File: src/rtl/twos_arith_unit.sv
module twos_arith_unit #(
  parameter int W = 8
) (
  input  logic [W-1:0]   op_a,
  input  logic [W-1:0]   op_b,
  input  logic [1:0]     op_sel,
  output logic [W-1:0]   res,
  output logic [2*W-1:0] res_wide,
  output logic           carry_out,
  output logic           ovf
);

  localparam logic [1:0]   OP_ADD   = 2'b00;
  localparam logic [1:0]   OP_SUB   = 2'b01;
  localparam logic [1:0]   OP_NEG   = 2'b10;
  localparam logic [1:0]   OP_EXT   = 2'b11;
  localparam logic [W-1:0] MOST_NEG = {1'b1, {(W-1){1'b0}}};

  logic [W-1:0] add_x;
  logic [W-1:0] add_y;
  logic         add_cin;
  logic [W:0]   add_sum;

  // operand steering onto the single adder (R10 encoding: 00 add, 01 sub, 10 neg, 11 ext)
  always_comb begin
    case (op_sel)
      OP_ADD:  begin add_x = op_a;     add_y = op_b;     add_cin = 1'b0; end
      OP_SUB:  begin add_x = op_a;     add_y = ~op_b;    add_cin = 1'b1; end
      OP_NEG:  begin add_x = '0;       add_y = ~op_a;    add_cin = 1'b1; end
      default: begin add_x = op_a;     add_y = '0;       add_cin = 1'b0; end
    endcase
  end

  assign add_sum   = {1'b0, add_x} + {1'b0, add_y} + {{W{1'b0}}, add_cin};
  assign res       = add_sum[W-1:0];
  assign carry_out = add_sum[W];
  assign res_wide  = {{W{res[W-1]}}, res};

  always_comb begin
    case (op_sel)
      OP_ADD, OP_SUB: ovf = (add_x[W-1] == add_y[W-1]) && (res[W-1] != add_x[W-1]);
      OP_NEG:         ovf = (op_a != '0) && (res[W-1] == op_a[W-1]);
      default:        ovf = 1'b0;
    endcase
  end

  // reference quantities for the checks below, from wider signed arithmetic
  logic [W-1:0] chk_diff;
  logic [W:0]   chk_ssum;
  logic [W:0]   chk_sdiff;
  assign chk_diff  = op_a - op_b;
  assign chk_ssum  = {op_a[W-1], op_a} + {op_b[W-1], op_b};
  assign chk_sdiff = {op_a[W-1], op_a} - {op_b[W-1], op_b};

  always_comb begin
    if (op_sel == OP_SUB) begin
      p_sub_diff_r2: assert (res == chk_diff) else $error("R2 subtract result mismatch");
      p_sub_ovf_r4: assert (ovf == (chk_sdiff[W] != chk_sdiff[W-1])) else $error("R4 subtract overflow mismatch");
    end
    if (op_sel == OP_ADD) begin
      p_add_ovf_r3: assert (ovf == (chk_ssum[W] != chk_ssum[W-1])) else $error("R3 add overflow mismatch");
    end
    if (op_sel == OP_NEG && op_a == '0) begin
      p_neg_zero_r5: assert (res == '0 && carry_out && !ovf) else $error("R5 negate zero mismatch");
    end
    if (op_sel == OP_NEG && op_a == MOST_NEG) begin
      p_neg_min_r6: assert (res == MOST_NEG && ovf) else $error("R6 most-negative negate mismatch");
    end
    if (op_sel == OP_EXT) begin
      p_ext_fill_r7: assert (res_wide == {{W{op_a[W-1]}}, op_a} && !ovf && !carry_out) else $error("R7 sign-extend mismatch");
    end
    p_wide_sext_r9: assert (res_wide[2*W-1:W] == {W{res_wide[W-1]}}) else $error("R9 wide output not sign-extended");
  end

endmodule

File: config.mk
export PLATFORM = sky130hd
export DESIGN_NAME = twos_arith_unit
export DESIGN_NICKNAME = d
export VERILOG_FILES = /design/src/rtl/twos_arith_unit.sv
export SDC_FILE = /design/constraint.sdc
export NUM_CORES = 1
export LEC_CHECK = 0
export BUFFER_PORTS_ARGS = -buffer_cell sky130_fd_sc_hd__buf_2
export CAP_MARGIN = 20
export CORE_MARGIN = 1.5
export CORE_UTILIZATION = 45
export DETAILED_ROUTE_END_ITERATION = 6
export PLACE_DENSITY = 0.8
export RECOVER_POWER = 25
export SKIP_LAST_GASP = 1
export SLEW_MARGIN = 20
export SYNTH_ARGS = -nofsm -noshare
export SYNTH_HDL_FRONTEND = slang
export SYNTH_SLANG_ARGS = --single-unit
File: constraint.sdc
create_clock -name vclk -period 6.6
set_clock_uncertainty 0.05 [all_clocks]
set_input_delay 0.33 -clock vclk [all_inputs]
set_output_delay 0.33 -clock vclk [all_outputs]
set_load 0.01 [all_outputs]
== Word-level counts from Yosys, hierarchy flattened ==
Cells that the tools add are included.
Storage, ports and cells
  input port bits: 18
  bits in registers: 0
  output and inout bits: 26
  word-level logic and storage cells: 19
Cells by class
  multiplexer cells: 4
  bitwise operators: 2
  eq/ne operators: 5
  $add $sub $neg: 2
  reduce and logical (&&, ||, !) cells: 6
Operator list (count)
  $pmux 8 s3: 1
  $not 8->8: 2
  $add 8x8->9: 1
  $add 9x1->9: 1
  $mux 8: 1
  $reduce_bool 8->1: 1
  $reduce_or 2->1: 2
  $eq 1x1->1: 2
  $eq 2x1->1 const B: 1
  $eq 2x2->1 const B: 1
  $logic_and 1x1->1: 2
  $logic_not 2->1: 1
  $pmux 1 s2: 1
  $mux 1: 1
  $ne 1x1->1: 1

== Logic depth before layout (Yosys ltp) ==
  word-level depth: 7
  depth in mapped cells: 13
  mapped depth without buffers: 11

== Least setup slack after synthesis ==
Ideal clock, no wire load.
  path kind: input to output
  start point: input op_sel[0]
  end point: output res_wide[6]
  path buffers: 2
  stages on the path: 12
  arrival time: 2.947 ns
  path slack: 3.273 ns
  data required time: 6.220 ns
  path through: inv_1 ha_1 clkbuf_1 nor2b_1 fa_1 fa_1 a21o_1 a21oi_1 o21bai_1 a21oi_1 xnor2_1 buf_4
On the way
  longest elaborated chain between the ends: 4
  elaborated cells between the ends (all ways): 9
  classes of those cells: add/sub: 2; eq/ne: 2; mux: 3; reduce/logical: 2
RTL lines
  from (decl): RTL line 6  | input logic [1:0] op_sel,
  $eq 2x2->1 (tied with other cells): RTL line 26  | case (op_sel)
  $pmux 8 s3 (tied with other cells): RTL line 26
  $add 8x8->9 / $mux 1 (equally long branches): RTL line 34, 26
  $add 9x1->9 *: RTL line 34  | assign add_sum = {1'b0, add_x} + {1'b0, add_y} + {{W{1'b0}}, add_cin};
  to (decl): RTL line 8  | output logic [2*W-1:0] res_wide,
Mark *: on every way between the ends. The rest lies on a longest branch, timed or not.

== Worst setup path in the final report ==
  start point: input op_sel[0]
  end point: output ovf
On the way
  longest elaborated chain between the ends: 7
  elaborated cells between the ends (all ways): 16
  classes of those cells: add/sub: 2; eq/ne: 5; mux: 4; reduce/logical: 5
RTL lines
  $eq 2x2->1 (tied with other cells): RTL line 26, 40
  $pmux 8 s3 (tied with other cells): RTL line 26
  $add 8x8->9 / $mux 1 (equally long branches): RTL line 34, 26
  $add 9x1->9: RTL line 34
  $eq 1x1->1 / $ne 1x1->1 (equally long branches): RTL line 42, 41
  $logic_and 1x1->1 (on tied branches): RTL line 42, 41
  $pmux 1 s2 *: RTL line 40  | case (op_sel)
  to (decl): RTL line 10  | output logic ovf
Marked as above.

==> qor.csv <==
stage;metric;value;unit
timing;finalHoldViolations;0;
placement;dpl.cell_count;153;
synth;ys_warn_count;0;
layout;nets;161;
layout;final_cell_area;931;sq um
clock_tree;cts_hold_buf;0;
layout;antenna_cells;0;
floorplanning;io_pins;44;
critical_path;cp-end-kind;output pin;
timing;worst_pin_slew;0.582;ns
timing;rsz0062_at_grt;no;
timing;slew_viol_final;0;
floorplanning;rows;15;
synth;muxShareOfSynthArea;13.7;%
layout;drive_gt1_share;32.8;%
critical_path;cp.required;6.22;ns
synth;syn-mean-instance-area;7.90;sq um
floorplanning;die_w;45.7;um
timing;setup_viol;0;
detailed_routing;vias;740;
layout;stdcell_count;153;
critical_path;crit_fanout;18;
layout;seq_cell_count;0;
timing;period_share;54.8;%
floorplanning;die_area;2090;sq um
job;cap_violations;0;
layout;n_clock_buffer;0;
global_route;grt_pass1_vias;645;
power;p_leak;0.481;nW
synth;synth.yosys.seq_area_share;0;%
synth;synth_compound_area_share;19.5;%
floorplanning;die_h;45.7;um
critical_path;slowest_stage;ha_1;
clock_tree;cts_resized;0;
synth;syn_inst;104;
worst_hold_path;hp-start;op_a[7];
placement;port_buffers;44;
critical_path;cp-start-kind;input port;
timing;maxSlewHeadroom;61.2;%
layout;syn_to_final_growth;13.2;%
synth;synthTopCellsByArea;ha_1 (17%), buf_4 (15%), mux2i_1 (11%), a21oi_1 (7.9%), nand2b_1 (7.6%);
global_route;grt_pass1_wl;2650;um
placement;place_congestion;0.805;
outcome;outcome;completed;
synth;synth_fa_ha_area_share;21.6;%
global_route;grt_antenna_before_repair;0;
global_route;grt_remaining_overflow;0;
critical_path;worstPathCellList;buf_2, inv_1, ha_1, nor2b_1, fa_1, a211oi_1, o21ai_1, a31oi_2, mux4_2, a21boi_1, buf_2;
detailed_routing;viasPerCell;4.84;
detailed_routing;routed_wl;1630;um
synth;synth_fp_nets;135;
detailed_routing;drc;0;
detailed_routing;drtIter0Drc;12;
power;ir_drop;0.0735;mV
placement;dp_hpwl;1380;um
critical_path;path_common_cell;buf_2;
critical_path;worstPathArrival;3.23;ns
detailed_routing;wl_per_cell;10.6;um
timing;whs;1.17;ns
synth;synth_area;822;sq um
worst_hold_path;min_path_type;in2out;
timing;fmax;277;MHz
clock_tree;postCtsSetupRepairBufs;0;
synth;yosysUniqueCellTypes;25;
critical_path;critPathMaxStageDelay;0.53;ns
detailed_routing;dr.pass1.iters;4;
floorplanning;design.core.area;1730;sq um
detailed_routing;drtAntennaViolNets;0;
synth;synthSimpleGateAreaFrac;21.0;%
layout;fill_cells;179;
synth;synth_top_family_by_area;adder cells;
global_route;grtUsageTotal;16.1;%
timing;setup_tns;0;ns
timing;post-route-min-period;3.61;ns
power;power_density;137;nW/um^2
power;total_power;0.128;mW
synth;yosys.area.top_type;ha_1;
layout;ff_latch_area;0;sq um
critical_path;critPathKind;in2out;
critical_path;startpoint;op_sel[0];
synth;synth_top_area_share;16.7;%
synth;synth_xor_area_share;6.39;%
floorplanning;start_util;47.6;%
placement;place_area;938;sq um
global_route;grt_max_degree;19;
-- cells in the mapped netlist, types with 3 or more instances --
master / instances
a21oi_1: 13
buf_4: 16
clkbuf_1: 4
inv_1: 3
mux2i_1: 9
nor2b_1: 8
nor2_1: 4
a21o_1: 3
xnor2_1: 4
ha_1: 11
nand2b_1: 10
-- final timing paths --
kind	end	slack (ns)	cells past startpoint
max	ovf	2.99	11
min	ovf	1.17	5
-- where the power goes --
part / switching [mW] / total (mW) / internal [mW]
logic: 0.0714 / 0.128 / 0.0561
clock network: 0 / 0 / 0
registers: 0 / 0 / 0
-- layout make-up --
type / count / area (sq um) / share of cell area, %
multi-input combinational: 81 / 676 / 72.6
tap: 25 / 31.3 / 3.36
inverter: 3 / 11.3 / 1.21
timing repair buffer: 44 / 213 / 22.8
-- cell usage in the layout, fill, tap and decap left out --
cell type,netlist,final
buf_2,0,38
a21boi_1,1,1
fa_1,2,2
o21ai_1,2,2
xor2_1,2,2
mux2i_1,9,9
a211oi_1,1,1
or4_4,1,1
nor2_1,4,4
nor4_4,1,1
xnor2_1,4,4
o21bai_1,2,2
a21o_1,3,3
a31oi_2,1,1
clkbuf_1,4,6
nor3b_1,1,1
inv_1,3,3
nand2b_1,10,10
o211ai_1,2,2
o21ai_0,1,1
a21oi_1,13,13
nor2b_1,8,8
nor3_1,1,1
ha_1,11,11
mux4_2,1,1
-- critical path: cells and delay by family --
kind / cells / cell delay, ns
buffers and inverters: 3 / 0.32
multiplexers: 1 / 0.53
AND/OR/NAND/NOR: 1 / 0.14
AO/OA/AOI/OAI: 4 / 0.86
adder cells (fa/ha/maj): 2 / 1.03
-- through the flow --
stage | utilization (%) | setup slack [ns]
3_3_place_gp | 54.3 | 3.11
2_1_floorplan | - | 3.27
5_1_grt | 53.9 | 2.77
6_report | 53.9 | 2.99
3_5_place_dp | 54.3 | 3.00
4_1_cts | 54.3 | 2.99
-- layer usage --
metal  vias up  track usage [%]  part of all wire [%]
met5         -                0                     0
met4         0                0                     0
met3         0            0.397                   3.4
met2        16             29.9                    48
met1       329             21.9                    48
li1        395                -                     -
-- cells by family after synthesis --
family / count (synthesis)
xor gates and xnor gates: 6
and+or+nand+nor: 26
AOI/OAI and AO/OA: 26
muxes: 10
adders and majority gates: 13
buffers and inverters: 23
Note: power is estimated with default switching activity, not from simulation.
